`src/rtl/ext_irq_pkg.sv`:
```
package ext_irq_pkg;

    localparam int LINES = 4;

    localparam int GRP_SENSE = 0;
    localparam int GRP_STAT  = 1;
    localparam int GRP_CLR   = 2;
    localparam int GRP_EN    = 3;
    localparam int GRP_ANY   = 4;
    localparam int GRP_LVL   = 5;
    localparam int GROUPS    = 6;

    typedef logic [LINES-1:0] lvec_t;

    typedef struct packed {
        lvec_t sense;
        lvec_t en;
        lvec_t any;
        lvec_t lvl;
        lvec_t stat;
    } irq_state_t;

    // bit position of the first line of a group for the chosen packing
    function automatic int grp_base(bit alt, int grp);
        return grp * (alt ? 5 : 4);
    endfunction

    function automatic lvec_t get_grp(logic [31:0] word, bit alt, int grp);
        lvec_t v;
        for (int i = 0; i < LINES; i++) begin
            v[i] = word[grp_base(alt, grp) + i];
        end
        return v;
    endfunction

    function automatic logic [31:0] pack_word(bit alt, irq_state_t s);
        logic [31:0] w;
        w = '0;
        for (int i = 0; i < LINES; i++) begin
            w[grp_base(alt, GRP_SENSE) + i] = s.sense[i];
            w[grp_base(alt, GRP_STAT)  + i] = s.stat[i];
            w[grp_base(alt, GRP_EN)    + i] = s.en[i];
            w[grp_base(alt, GRP_ANY)   + i] = s.any[i];
            w[grp_base(alt, GRP_LVL)   + i] = s.lvl[i];
        end
        return w;
    endfunction

endpackage

```
`src/rtl/ext_irq_sync.sv`:
```
module ext_irq_sync #(
    parameter int STAGES = 2
) (
    input  logic clk,
    input  logic rst_n,
    input  logic pin,
    output logic cur,
    output logic prev
);
    // STAGES synchronizer flops plus one history flop for edge detection
    logic [STAGES:0] chain_d, chain_q;

    always_comb begin
        chain_d = {chain_q[STAGES-1:0], pin};
    end

    always_ff @(posedge clk or negedge rst_n) begin
        if (!rst_n) chain_q <= '0;
        else        chain_q <= chain_d;
    end

    assign cur  = chain_q[STAGES-1];
    assign prev = chain_q[STAGES];
endmodule

```
`src/rtl/ext_irq_detect.sv`:
```
module ext_irq_detect (
    input  logic cur,
    input  logic prev,
    input  logic sense,
    input  logic any,
    input  logic lvl,
    input  logic stat_q,
    input  logic clr,
    output logic stat_d
);
    logic rise, fall, hit;

    always_comb begin
        rise = cur & ~prev;
        fall = ~cur & prev;
        if (any)        hit = rise | fall;
        else if (sense) hit = rise;
        else            hit = fall;

        if (lvl) stat_d = (cur == sense);
        else     stat_d = hit | (stat_q & ~clr);   // new edge beats clear
    end
endmodule

```
`src/rtl/ext_irq_regs.sv`:
```
module ext_irq_regs
    import ext_irq_pkg::*;
#(
    parameter bit ALT_LAYOUT = 1'b0
) (
    input  logic        clk,
    input  logic        rst_n,
    input  logic        we,
    input  logic [31:0] wdata,
    input  lvec_t       stat_nxt,
    output irq_state_t  state,
    output logic [31:0] rdata
);
    irq_state_t st_d, st_q;

    always_comb begin
        st_d      = st_q;
        st_d.stat = stat_nxt;
        if (we) begin
            st_d.sense = get_grp(wdata, ALT_LAYOUT, GRP_SENSE);
            st_d.en    = get_grp(wdata, ALT_LAYOUT, GRP_EN);
            st_d.any   = get_grp(wdata, ALT_LAYOUT, GRP_ANY);
            st_d.lvl   = get_grp(wdata, ALT_LAYOUT, GRP_LVL);
        end
    end

    always_ff @(posedge clk or negedge rst_n) begin
        if (!rst_n) st_q <= '0;
        else        st_q <= st_d;
    end

    assign state = st_q;
    assign rdata = pack_word(ALT_LAYOUT, st_q);
endmodule

```
`src/rtl/ext_irq_ctrl.sv`:
```
module ext_irq_ctrl
    import ext_irq_pkg::*;
#(
    parameter bit ALT_LAYOUT  = 1'b0,
    parameter int SYNC_STAGES = 2
) (
    input  logic        clk,
    input  logic        rst_n,
    input  logic [3:0]  irq_pin,
    input  logic        cfg_we,
    input  logic [31:0] cfg_wdata,
    output logic [31:0] cfg_rdata,
    output logic        irq_out
);
    lvec_t      cur, prev, clr_vec, stat_nxt;
    irq_state_t state;

    assign clr_vec = cfg_we ? get_grp(cfg_wdata, ALT_LAYOUT, GRP_CLR) : '0;

    for (genvar i = 0; i < LINES; i++) begin : g_line
        ext_irq_sync #(.STAGES(SYNC_STAGES)) u_sync (
            .clk  (clk),
            .rst_n(rst_n),
            .pin  (irq_pin[i]),
            .cur  (cur[i]),
            .prev (prev[i])
        );

        ext_irq_detect u_det (
            .cur   (cur[i]),
            .prev  (prev[i]),
            .sense (state.sense[i]),
            .any   (state.any[i]),
            .lvl   (state.lvl[i]),
            .stat_q(state.stat[i]),
            .clr   (clr_vec[i]),
            .stat_d(stat_nxt[i])
        );
    end

    ext_irq_regs #(.ALT_LAYOUT(ALT_LAYOUT)) u_regs (
        .clk     (clk),
        .rst_n   (rst_n),
        .we      (cfg_we),
        .wdata   (cfg_wdata),
        .stat_nxt(stat_nxt),
        .state   (state),
        .rdata   (cfg_rdata)
    );

    assign irq_out = |(state.stat & state.en);
endmodule

```
`config.mk`:
```
export PLATFORM = sky130hd
export DESIGN_NAME = ext_irq_ctrl
export DESIGN_NICKNAME = d
export VERILOG_FILES = /design/src/rtl/ext_irq_pkg.sv /design/src/rtl/ext_irq_sync.sv /design/src/rtl/ext_irq_detect.sv /design/src/rtl/ext_irq_regs.sv /design/src/rtl/ext_irq_ctrl.sv
export SDC_FILE = /design/constraint.sdc
export NUM_CORES = 1
export LEC_CHECK = 0
export ABC_AREA = 1
export BUFFER_PORTS_ARGS = -buffer_cell sky130_fd_sc_hd__clkbuf_2
export CAP_MARGIN = 0
export CORE_MARGIN = 5
export CORE_UTILIZATION = 30
export DETAILED_ROUTE_END_ITERATION = 10
export GPL_ROUTABILITY_DRIVEN = 0
export REMOVE_ABC_BUFFERS = 1
export SLEW_MARGIN = 20
export SYNTH_ARGS = -nofsm -noshare
export SYNTH_HDL_FRONTEND = slang
export SYNTH_HIERARCHICAL = 1
export SYNTH_SLANG_ARGS = --single-unit
```
`constraint.sdc`:
```
create_clock -name clk -period 1.2 [get_ports clk]
set_clock_uncertainty 0.05 [all_clocks]
set_input_delay 0.18 -clock clk [delete_from_list [all_inputs] [get_ports clk]]
set_output_delay 0.18 -clock clk [all_outputs]
set_load 0.005 [all_outputs]
```
* Word-level counts from Yosys, hierarchy flattened
Cells that the tools add are included.
Storage, ports and cells: memories kept 0, word-level logic and storage cells 60, output and inout bits 33, ROM bits 0, bits in latches 0, RAM bits 0, bits in registers 32, input port bits 39
Operators by class: multiplexer cells 13, add/subtract/negate cells 0, order comparisons 0, reduce and logical (&&, ||, !) cells 1, $mul 0, shifts and indexed selects 0, equal/unequal tests 4, bitwise logic cells 33, div/mod/pow operators 0
Operators by type and width (count):
- 1-bit bitwise AND | 12
- 1-bit 2-to-1 mux | 12
- 1-bit NOT | 12
- 1-bit bitwise OR | 8
- 4-bit bitwise AND | 1
- 1-bit == test | 4
- 4-bit 2-to-1 mux | 1
- 4-bit OR reduction | 1

* Longest topological paths before layout
Gate-level depths: netlist (run 1).
word-level depth 6, gate-level depth with buffers 7, mapped depth without buffers 7

* Cells and area by module
The synthesis (run 1) kept the hierarchy.
Modules (own cells, without submodules):
- ext_irq_regs | instances 1, cells each 105, sequential area each 500.5 um^2, area an instance 988.4 um^2
- ext_irq_detect | instances 4, cells each 21, sequential area each 0.0 um^2, area an instance 100.1 um^2
- ext_irq_sync | instances 4, cells each 3, sequential area each 75.1 um^2, area an instance 75.1 um^2
- ext_irq_ctrl | instances 1, cells each 17, sequential area each 0.0 um^2, area an instance 63.8 um^2

* Worst setup path before layout (run 1)
OpenSTA, ideal clock, no wires.
path kind register -> register, from register g_line[0].u_sync.chain_q[1], to register u_regs.st_q (netlist bit u_regs/rdata[4]), setup time 77 ps, period minus slack after synthesis 1051 ps, required time 1073 ps, setup slack 149 ps, data arrival time 924 ps, buffers on the path 0, cell stages (with the launch flop) 6, cell sequence dfrtp_1 inv_1 ha_1 nor2_1 nor2_1 a21oi_1
Between the ends: cells in the longest elaborated chain, start to end 6, elaborated cells between the ends (all ways) 9, those cells by class eq/ne: 1; mux: 3; bitwise: 5
Ends and longest elaborated chain:
- from (decl) | line ext_irq_sync.sv:11 | logic [STAGES:0] chain_d, chain_q;
- from (signal assigned) | line ext_irq_sync.sv:19 | else chain_q <= chain_d;
- 1-bit NOT | line ext_irq_detect.sv:15 | fall = ~cur & prev;
- 1-bit bitwise AND | line ext_irq_detect.sv:15
- 1-bit 2-to-1 mux or 1-bit bitwise OR (tied branches) | line ext_irq_detect.sv:17, ext_irq_detect.sv:16
- 1-bit 2-to-1 mux | line ext_irq_detect.sv:16 | if (any) hit = rise | fall;
- 1-bit bitwise OR | line ext_irq_detect.sv:21 | else stat_d = hit | (stat_q & ~clr);
- 1-bit 2-to-1 mux * | line ext_irq_detect.sv:20 | if (lvl) stat_d = (cur == sense);
- named net stat_nxt[0] | line ext_irq_ctrl.sv:15 | lvec_t cur, prev, clr_vec, stat_nxt;
- to (signal assigned) | line ext_irq_regs.sv:29 | else st_q <= st_d;
- to (decl) | line ext_irq_regs.sv:14 | irq_state_t st_d, st_q;
The timed path passes the listed nets; every way through them passes the cells marked *. A chain may end at the register's enable or synchronous reset.

* Worst setup path in the final report (run 1)
from register u_regs.st_q (netlist bit u_regs/rdata[4]), to output irq_out
Between the ends: cells in the longest elaborated chain, start to end 2
Ends and longest elaborated chain:
- 4-bit bitwise AND | line ext_irq_ctrl.sv:51 | assign irq_out = |(state.stat & state.en);
- 4-bit OR reduction | line ext_irq_ctrl.sv:51
- to (decl) | line ext_irq_ctrl.sv:13 | output logic irq_out
No other way between the ends.

==> parameters.txt, run 1 <==
Parameter                              Value

Run status
  Result of the run ... completed

Synth
  Average footprint of a synthesized cell ... ~8.0 um2
  Synthesis warning total ... 6
  Count of different cell masters after synthesis ... 13
  Cells after synthesis ... ~220
  Proportion of synthesized chip area in sequential cells ... between 40% and 50%
  Register bit total from synthesis ... 32
  Post-synthesis instance area ... approximately 1800 um2

Setup path
  Capturing element type of the critical path ... output pin
  Kind of start point of the critical path ... register
  Depth of the most critical reg-to-reg path ... 5
  Setup slack of the most critical reg-to-reg path ... 0.06 ns
  End of the worst register-to-register path ... u_regs/rdata[7]
  Required time at the endpoint of the critical path ... roughly 0.97 ns
  Launching element of the worst setup path ... u_regs/rdata[4]
  Crit Path Class ... register to output pin
  CP Capture Point ... irq_out
  Start of the worst register-to-register path ... g_line[3].u_sync/chain_q[1]
  CP Data Arrival Time ... roughly 0.97 ns
  Critical path fanouts, max ... 2

Die
  Core Rows ... 27
  I/O pin count ... between 70 and 80
  Chip Width ... roughly 86 um
  Chip height ... 86.4 um
  Die Area ... ~7500 um2
  Initial core utilization ... roughly 31%
  Placeable core region ... 5610 um2

Run
  Max_cap viols ... 0

Power and ir drop
  Worst IR drop on VDD ... roughly 0.54 mV
  Power density of the placed cells ... 1220 nW/um2
  Leakage ... roughly 1.3 nW

Global routing
  First-pass GRT wire length ... 5670 um
  Maximum number of pins on one net before global-route repair ... 33
  Number of antenna violations at the first check in global routing ... 0
  Global router's overall resource usage ... 9.93%
  Grt total ovfl ... 0
  Via count of the first global-routing pass ... ~1300

STA
  Setup repair after global routing missed its margin ... true
  Fin. Hold Viols ... 0
  Finish-stage setup viols ... 0
  Ratio of final minimum period to clock period ... around 100%
  Final period demand of the worst path ... between 1 and 1.5 ns
  Final max-slew violation count ... 0
  Max Clk Rate ... between 800 and 900 MHz
  Worst hold margin ... approximately 0.047 ns

Placed design
  Sum of net half-perimeters after detailed placement ... ~2400 um
  Count of port buffers added during placement ... 47

Route
  DRT iter0 DRCs ... 23
  Number of vias after detailed routing ... about 1300
  Pre-antenna DRT Iters ... 4
  Via density ... ~3.8
  Total length of routed wires ... roughly 3400 um
  Routed length per instance ... a little under 10 um
  Remaining antenna violation count after routing ... 0
  Remaining DRCs ... 0

Finish
  # fillers ... 624
  Multi-input gate area ... roughly 590 um2
  Flip-flop and latch area ... roughly 800 um2
  Utilization after layout ... 37.7%
  Relative area change from synthesis to final layout ... 20.5%
  Ant diodes ... 0
  Final #Nets ... ~310
  Share of final-layout standard cells stronger than drive strength 1 ... 30.7%

Clocking
  H-tree lvl count ... 2
  Num Clock Sinks ... 32
  CTS tree ... done
  Num CTS Buffers ... 5
  CTS root buffer ... clkbuf_8
  Buffer levels on the longest clock path ... 2
  Clock latency of the later-clocked register in the worst-skew pair ... 0.28 ns
  Clock transition at the register clock pins on the worst setup and hold paths after CTS ... approximately 0.070 ns

Min path
  Kind of path behind the tightest hold check ... input pin to register
## metrics by stage
stage	worst slack [ns]	instances	cell area (um2)	TNS [ns]	total power [mW]
after floorplan	0.149	194	1510	0	1.46
final	0.00188	339	2110	0	2.58
after CTS	-0.0287	337	2060	-0.0287	2.62
after global routing	-0.142	339	2110	-0.153	2.78
after detailed placement	0.0218	317	1870	0	1.69
after global placement	0.0637	317	1870	0	1.68
## final cells by class
cell class | instances | share of cell area [%]
flip-flops and latches | 32 | 37.9
multi-input cells | 123 | 28.1
repair buffers | 65 | 18.1
inverters | 39 | 7.17
well taps | 72 | 4.27
clock buffers | 6 | 3.91
clock inverters | 2 | 0.474
## worst min path at each step
stage / start / to / slack (ns) / cells past startpoint
2_1_floorplan: rst_n / g_line[0].u_sync/chain_q[0] / -0.17 / 0
3_3_place_gp: rst_n / g_line[3].u_sync/chain_q[2] / 0.18 / 2
3_5_place_dp: rst_n / g_line[3].u_sync/chain_q[1] / 0.18 / 2
4_1_cts: cfg_wdata[23] / u_regs/rdata[23] / 0.03 / 3
5_1_grt: cfg_wdata[23] / u_regs/rdata[23] / 0.04 / 3
6_report: cfg_wdata[19] / u_regs/rdata[19] / 0.05 / 3
## routing by layer
metal  track usage [%]  share of wire, %
met1              11.0                43
met2              17.3                47
met3              3.61               8.3
met4              3.82               1.7
met5                 0                 0
## where the power goes
part / switching (mW) / leakage (nW) / internal [mW]
Combinational: 0.245 / 0.828 / 0.241
Sequential: 0.0768 / 0.379 / 1.17
Clock: 0.385 / 0.0510 / 0.457
Total: 0.707 / 1.26 / 1.87
## flip-flops by register name, summed over array words and instances, names as in the netlist
signal	count
g_line.u_sync/chain_q	12
u_regs/rdata	20
## Yosys cell counts
master   count  area share, %
a21oi_1      8            2.3
nand2_1     78             17
conb_1       1           0.21
buf_4       32             14
ha_1         8            5.7
inv_6        1           0.50
nand2_2      5            1.8
inv_1       38            8.1
buf_6        2            1.3
dfrtp_1     32             46
buf_12       1            1.1
nand3_1      4            1.1
nor2_1       8            1.7
## repair_timing
action | in CTS | in global routing
gates resized for setup | 0 | 8
endpoints found under the setup margin | 1 | 6
hold buffers | 5 | 0
hold endpoints to repair | 36 | 0
pin swaps | 4 | 5
setup buffers | 7 | 2
## cell usage in the layout (no fill, tap or decap)
cell type       n
nor2_2          2
clkinv_2        2
ha_1            6
inv_1          35
nand3_2         1
inv_2           3
nand3_1         3
conb_1         12
nand2_2         5
dfrtp_1        32
a21oi_1         8
buf_4          13
nor2_1          6
dlygate4sd3_1   5
ha_4            2
clkbuf_8        6
inv_6           1
nand2_1        78
clkbuf_2       47
## cells by family after synthesis
| logic type | Yosys count | synth area share [%] |
|---|---|---|
| other | 1 | 0.214 |
| and+or+nand+nor | 95 | 21.3 |
| adders and majority gates | 8 | 5.71 |
| DFF | 32 | 45.7 |
| AOI/OAI and AO/OA | 8 | 2.28 |
| buffers and inverters | 74 | 24.8 |
## critical path, cell delays in order, from the launching register on
cell and delay, ns:
dfrtp_1 0.40, nand2_1 0.06, nand2_1 0.04, inv_1 0.04, nand2_1 0.04, clkbuf_2 0.10
Note: power is estimated with default switching activity, not from simulation.
==> inputs of run 2 (changes only) <==
- PLACE_DENSITY: unset -> 0.63
==> parameters.txt, run 2 (synthesis results as in run 1) <==
Parameter                              Value

Run status
  Result of the run ... finished with violations (was completed)
  Violations in the final reports ... setup timing

Die
  Chip height ... 86.4 um (unchanged)
  Placeable core region ... 5610 um2 (unchanged)
  Initial core utilization ... 31.3% (unchanged)
  Core Rows ... 27 (unchanged)
  Chip Width ... 86.4 um (unchanged)
  Die Area ... 7470 um2 (unchanged)
  I/O pin count ... 72 (unchanged)

Route
  Routed length per instance ... 10.1 um (was 9.95 um)
  Total length of routed wires ... 3450 um (was 3370 um)
  DRT iter0 DRCs ... 25 (was 23)
  Via density ... 3.86 (was 3.82)
  Number of vias after detailed routing ... 1313 (was 1296)
  Remaining antenna violation count after routing ... 0 (unchanged)
  Pre-antenna DRT Iters ... 4 (unchanged)
  Remaining DRCs ... 0 (unchanged)

STA
  Worst hold margin ... 0.0496 ns (was 0.0472 ns)
  Setup repair after global routing missed its margin ... true (unchanged)
  Final total negative setup slack ... -0.0186 ns (was 0 ns)
  Final period demand of the worst path ... 1.22 ns (was 1.20 ns)
  Finish-stage setup viols ... 1 (was 0)
  Final max-slew violation count ... 0 (unchanged)
  Worst Slack Setup Final ... -0.0186 ns (was 0.00188 ns)
  Max Clk Rate ... 821 MHz (was 835 MHz)
  Ratio of final minimum period to clock period ... 102% (was 99.8%)
  Fin. Hold Viols ... 0 (unchanged)

Power and ir drop
  Sw Ratio ... 27.1% (was 27.4%)
  Power density of the placed cells ... 1220 nW/um2 (about the same)
  Leakage ... 1.26 nW (about the same)
  Internal Pwr Total ... 1.88 mW (was 1.87 mW)
  Clock group share of total power ... 32.7% (about the same)
  Combinational fraction of design power ... 18.8% (was 18.9%)
  Sequential Power Share ... 48.5% (about the same)
  Worst IR drop on VDD ... 0.679 mV (was 0.536 mV)
  Final total power ... 2.58 mW (about the same)
  Net Sw Power ... 0.701 mW (was 0.707 mW)

Setup path
  Critical path, cell by cell ... nand2_1, nand2_1, inv_1, nand2_1, clkbuf_2 (unchanged)
  Buffering stage count on the worst path with inverters included ... 2 (unchanged)
  Cell family with the largest share of critical-path delay ... flip-flops (unchanged)
  Critical path fanouts, max ... 2 (unchanged)
  Kind of start point of the critical path ... register (unchanged)
  Required time at the endpoint of the critical path ... 0.97 ns (about the same)
  Most numerous cell on the critical path ... nand2_1 (unchanged)
  Worst stage delay on the critical path ... 0.41 ns (was 0.40 ns)
  Crit Path Class ... register to output pin (unchanged)
  CP Data Arrival Time ... 0.99 ns (was 0.97 ns)
  Capturing element type of the critical path ... output pin (unchanged)
  Critical path's slowest cell ... dfrtp_1 (unchanged)

Clocking
  Num Clock Sinks ... 32 (unchanged)
  CTS root buffer ... clkbuf_8 (unchanged)
  CTS tree ... done (unchanged)
  Buffer levels on the longest clock path ... 2 (unchanged)
  H-tree lvl count ... 2 (unchanged)
  Clock latency of the later-clocked register in the worst-skew pair ... 0.27 ns (was 0.28 ns)
  Num CTS Buffers ... 5 (unchanged)
  Clock transition at the register clock pins on the worst setup and hold paths after CTS ... 0.07 ns (about the same)

Finish
  Most common cell after layout, fill and taps aside ... nand2_1 (unchanged)
  Final #Nets ... 314 (was 313)
  Highest-count cells in the layout ignoring fill and taps ... nand2_1 (77), clkbuf_2 (47), inv_1 (35) (was nand2_1 (78), clkbuf_2 (47), inv_1 (35))
  Ant diodes ... 0 (unchanged)
  Share of final-layout standard cells stronger than drive strength 1 ... 29.5% (was 30.7%)
  Relative area change from synthesis to final layout ... 21.3% (was 20.5%)
  Flip-flop count of the largest register after layout ... 20 (unchanged)
  Final cell area excluding filler cells ... 2130 um2 (was 2110 um2)

Global routing
  Global router's overall resource usage ... 9.85% (was 9.93%)
  Grt total ovfl ... 0 (unchanged)
  Number of antenna violations at the first check in global routing ... 0 (unchanged)
  Via count of the first global-routing pass ... 1293 (was 1319)
  First-pass GRT wire length ... 5740 um (was 5670 um)
  Maximum number of pins on one net before global-route repair ... 33 (unchanged)

Placed design
  Count of port buffers added during placement ... 47 (unchanged)
  Sum of net half-perimeters after detailed placement ... 2570 um (was 2450 um)
  Placed inst area ... 1880 um2 (was 1870 um2)

Run
  Max_cap viols ... 0 (unchanged)

Min path
  Kind of path behind the tightest hold check ... input pin to register (unchanged)
run 2: routing by layer:
metal | part of all wire, % | global-route usage [%] | vias up
met5 | 0 | 0 | -
met4 | 1.6 | 3.68 | 0
met2 | 46 | 15.6 | 43
li1 | - | - | 685
met3 | 8.2 | 3.80 | 6
met1 | 44 | 12.1 | 579
run 2: through the flow:
step | utilization (%) | setup slack, ns | cells
after detailed placement | 33.5 | 0.0271 | 317
after CTS | 36.5 | -0.0384 | 333
after floorplan | - | 0.149 | 194
after global placement | 33.5 | 0.0813 | 317
after global routing | 37.9 | -0.0989 | 340
final | 37.9 | -0.0186 | 340
run 2: repair_timing:
item / CTS / global route
gates resized for setup: 1 / 6
endpoints found under the setup margin: 1 / 6
buffers inserted: 3 / 7
hold buffers: 5 / 0
endpoints found under the hold margin: 36 / 0
pin swaps: 1 / 6
run 2: worst paths after layout:
kind                                             startpoint                           to  slack, ns  cells after the start
worst max-delay path                        u_regs/rdata[7]                      irq_out      -0.02                      5
worst min-delay path                          cfg_wdata[22]             u_regs/rdata[22]       0.05                      3
worst max register to register  g_line[3].u_sync/chain_q[1]              u_regs/rdata[7]       0.03                      5
worst min register to register  g_line[3].u_sync/chain_q[0]  g_line[3].u_sync/chain_q[1]       0.30                      0
max in group asynchronous                             rst_n              u_regs/rdata[5]       0.59                      3
min in group asynchronous                             rst_n             u_regs/rdata[19]       0.34                      3
run 2: worst reg2reg max path: stages, from the launching register on:
cell     delay (ns)
dfrtp_1        0.37
inv_1          0.07
ha_1           0.29
nor2_1         0.13
nor2_1         0.06
a21oi_1        0.13
run 2: layout make-up:
class / count / area [um2]
clock buffers: 8 / 90.1
fillers: 614 / 3480
inverters: 39 / 151
multi-input cells: 123 / 587
flip-flops and latches: 32 / 801
well taps: 72 / 90.1
repair buffers: 66 / 407
run 2: power groups by stage:
stage	clock network (mW)	logic, mW	registers (mW)
after floorplan	0	0.195	1.27
after global placement	0	0.406	1.27
after detailed placement	0	0.415	1.28
after CTS	0.887	0.458	1.25
after global routing	0.940	0.564	1.27
final	0.845	0.485	1.25
==> inputs of run 3 (changes only) <==
- GPL_TIMING_DRIVEN: unset -> 0
==> parameters.txt, run 3 (synthesis results as in run 1) <==
Parameter                              Value

Placed design
  Count of port buffers added during placement ... 47 (unchanged)
  Sum of net half-perimeters after detailed placement ... 2460 um (was 2570 um)
  Placed inst area ... 1840 um2 (was 1880 um2)

Finish
  # fillers ... 614 (unchanged)
  Ant diodes ... 0 (unchanged)
  Flip-flop count of the largest register after layout ... 20 (unchanged)
  Share of final-layout standard cells stronger than drive strength 1 ... 28.0% (was 29.5%)
  Most common cell after layout, fill and taps aside ... nand2_1 (unchanged)
  Highest-count cells in the layout ignoring fill and taps ... nand2_1 (77), clkbuf_2 (46), inv_1 (35) (was nand2_1 (77), clkbuf_2 (47), inv_1 (35))
  Final cell area excluding filler cells ... 2060 um2 (was 2130 um2)
  Final #Nets ... 307 (was 314)
  Multi-input gate area ... 589 um2 (was 587 um2)
  Flip-flop and latch area ... 801 um2 (unchanged)
  Relative area change from synthesis to final layout ... 17.5% (was 21.3%)

STA
  Final max-slew violation count ... 0 (unchanged)
  Setup repair after global routing missed its margin ... true (unchanged)
  Ratio of final minimum period to clock period ... 101% (was 102%)
  Worst Slack Setup Final ... -0.0117 ns (was -0.0186 ns)
  Fin. Hold Viols ... 0 (unchanged)
  Final period demand of the worst path ... 1.21 ns (was 1.22 ns)
  Max Clk Rate ... 825 MHz (was 821 MHz)
  Finish-stage setup viols ... 1 (unchanged)
  Worst max-slew margin expressed relative to the limit ... between 50% and 60%
  Worst hold margin ... 0.0412 ns (was 0.0496 ns)
  Worst Tran Pin Value ... between 0.7 and 0.8 ns

Global routing
  Grt total ovfl ... 0 (unchanged)
  First-pass GRT wire length ... 5720 um (was 5740 um)
  Via count of the first global-routing pass ... 1299 (was 1293)
  Global router's overall resource usage ... 9.83% (was 9.85%)
  Maximum number of pins on one net before global-route repair ... 33 (unchanged)
  Number of antenna violations at the first check in global routing ... 0 (unchanged)

Power and ir drop
  Clock group share of total power ... 33.2% (was 32.7%)
  Internal Pwr Total ... 1.86 mW (was 1.88 mW)
  Worst IR drop on VDD ... 0.654 mV (was 0.679 mV)
  Power density of the placed cells ... 1250 nW/um2 (was 1220 nW/um2)
  Sw Ratio ... 27.4% (was 27.1%)
  Sequential Power Share ... 48.7% (was 48.5%)
  Leakage ... 1.22 nW (was 1.26 nW)
  Combinational fraction of design power ... 18.1% (was 18.8%)
  Net Sw Power ... 0.704 mW (was 0.701 mW)

Route
  Length of routed wiring on met1 ... 1550 um (was 1530 um)
  Remaining DRCs ... 0 (unchanged)
  Routed length per instance ... 10.3 um (was 10.1 um)
  DRT iter0 DRCs ... 27 (was 25)
  Via density ... 3.89 (was 3.86)
  Pre-antenna DRT Iters ... 3 (was 4)
  Length of routed met3 wiring ... 261 um (was 282 um)
  Wire length on met2 ... 1550 um (was 1580 um)
  Remaining antenna violation count after routing ... 0 (unchanged)
  Number of vias after detailed routing ... 1295 (was 1313)
  Total length of routed wires ... 3420 um (was 3450 um)
  Top sig layer ... met4 (unchanged)

Setup path
  Crit Path Class ... register to output pin (unchanged)
  Worst stage delay on the critical path ... 0.40 ns (was 0.41 ns)
  Start of the worst register-to-register path ... g_line[3].u_sync/chain_q[1] (unchanged)
  Capturing element type of the critical path ... output pin (unchanged)
  CP Data Arrival Time ... 0.98 ns (was 0.99 ns)
  Required time at the endpoint of the critical path ... 0.97 ns (about the same)
  Depth of the most critical reg-to-reg path ... 5 (unchanged)
  Most numerous cell on the critical path ... nand2_1 (unchanged)
  Critical path, cell by cell ... nand2_1, nand2_1, inv_1, nand2_1, clkbuf_2 (unchanged)
  Critical path's slowest cell ... dfrtp_1 (unchanged)
  Kind of start point of the critical path ... register (unchanged)
  Critical path fanouts, max ... 3 (was 2)
  Setup slack of the most critical reg-to-reg path ... 0.07 ns (was 0.03 ns)
  End of the worst register-to-register path ... u_regs/rdata[7] (unchanged)

Clocking
  Clock latency of the later-clocked register in the worst-skew pair ... 0.28 ns (was 0.27 ns)
  Buffer levels on the longest clock path ... 2 (unchanged)
  H-tree lvl count ... 2 (unchanged)
  Num Clock Sinks ... 32 (unchanged)
  Num CTS Buffers ... 5 (unchanged)
  Clock transition at the register clock pins on the worst setup and hold paths after CTS ... 0.07 ns (about the same)
  CTS root buffer ... clkbuf_8 (unchanged)
  CTS tree ... done (unchanged)

Run status
  Violations in the final reports ... setup timing (unchanged)
  Result of the run ... finished with violations (unchanged)

Die
  Placeable core region ... 5610 um2 (unchanged)
  Die Area ... 7470 um2 (unchanged)
  Core Rows ... 27 (unchanged)
  Chip height ... 86.4 um (unchanged)
  Chip Width ... 86.4 um (unchanged)
  I/O pin count ... 72 (unchanged)
  Initial core utilization ... 31.3% (unchanged)

Min path
  Min-Delay Path Depth ... 3 (unchanged)
  Endpoint of the worst hold-timing path ... u_regs/rdata[18] (was u_regs/rdata[22])
  Kind of path behind the tightest hold check ... input pin to register (unchanged)
  Worst Hold Launch ... cfg_wdata[18] (was cfg_wdata[22])

Run
  Max_cap viols ... 0 (unchanged)
==> run 3: metrics by stage <==
step	TNS [ns]	std cells	power (mW)	worst slack, ns	util [%]
3_3_place_gp	-0.117	313	1.67	-0.0431	32.8
4_1_cts	-0.0396	330	2.59	-0.0396	35.8
6_report	-0.0117	333	2.57	-0.0117	36.7
2_1_floorplan	0	194	1.46	0.149	-
3_5_place_dp	-0.158	313	1.68	-0.0492	32.8
5_1_grt	-0.122	333	2.75	-0.122	36.7
==> run 3: worst max path at each step <==
stage          cells after the start                   startpoint              end
3_5_place_dp                       8                       cfg_we  u_regs/rdata[5]
2_1_floorplan                      5  g_line[0].u_sync/chain_q[1]  u_regs/rdata[4]
5_1_grt                            5              u_regs/rdata[4]          irq_out
3_3_place_gp                       8                       cfg_we  u_regs/rdata[5]
4_1_cts                            5              u_regs/rdata[7]          irq_out
6_report                           5              u_regs/rdata[6]          irq_out
==> run 3: metal layers <==
metal  GRT usage (%)  vias to the layer above
li1                -                      669
met5               0                        -
met4            3.82                        0
met2            15.6                       41
met3            3.23                        7
met1            12.3                      578
==> run 3: critical path: cells and delay by family, from the launching register on <==
family,cells,cell delay [ns]
AND/OR/NAND/NOR,3,0.16
flip-flops,1,0.40
buffers and inverters,2,0.15
==> run 3: what timing repair did <==
action	4_1_cts	5_1_grt
endpoints found under the setup margin	1	37
gates cloned	0	0
pin swaps	2	7
gates resized for setup	1	7
setup buffers	4	3
hold buffers	5	0
endpoints found under the hold margin	36	0
==> run 3: area by class of cell <==
class,count,area share [%]
flip-flops and latches,32,38.9
clock buffers,8,4.37
repair buffers,59,16.4
multi-input cells,123,28.6
well taps,72,4.37
inverters,39,7.35
==> run 3: power by group through the flow <==
stage | sequential (mW) | combinational (mW) | clock (mW)
after CTS | 1.25 | 0.448 | 0.892
final | 1.25 | 0.464 | 0.853
after detailed placement | 1.28 | 0.398 | 0
after floorplan | 1.27 | 0.195 | 0
after global placement | 1.28 | 0.391 | 0
after global routing | 1.27 | 0.543 | 0.943
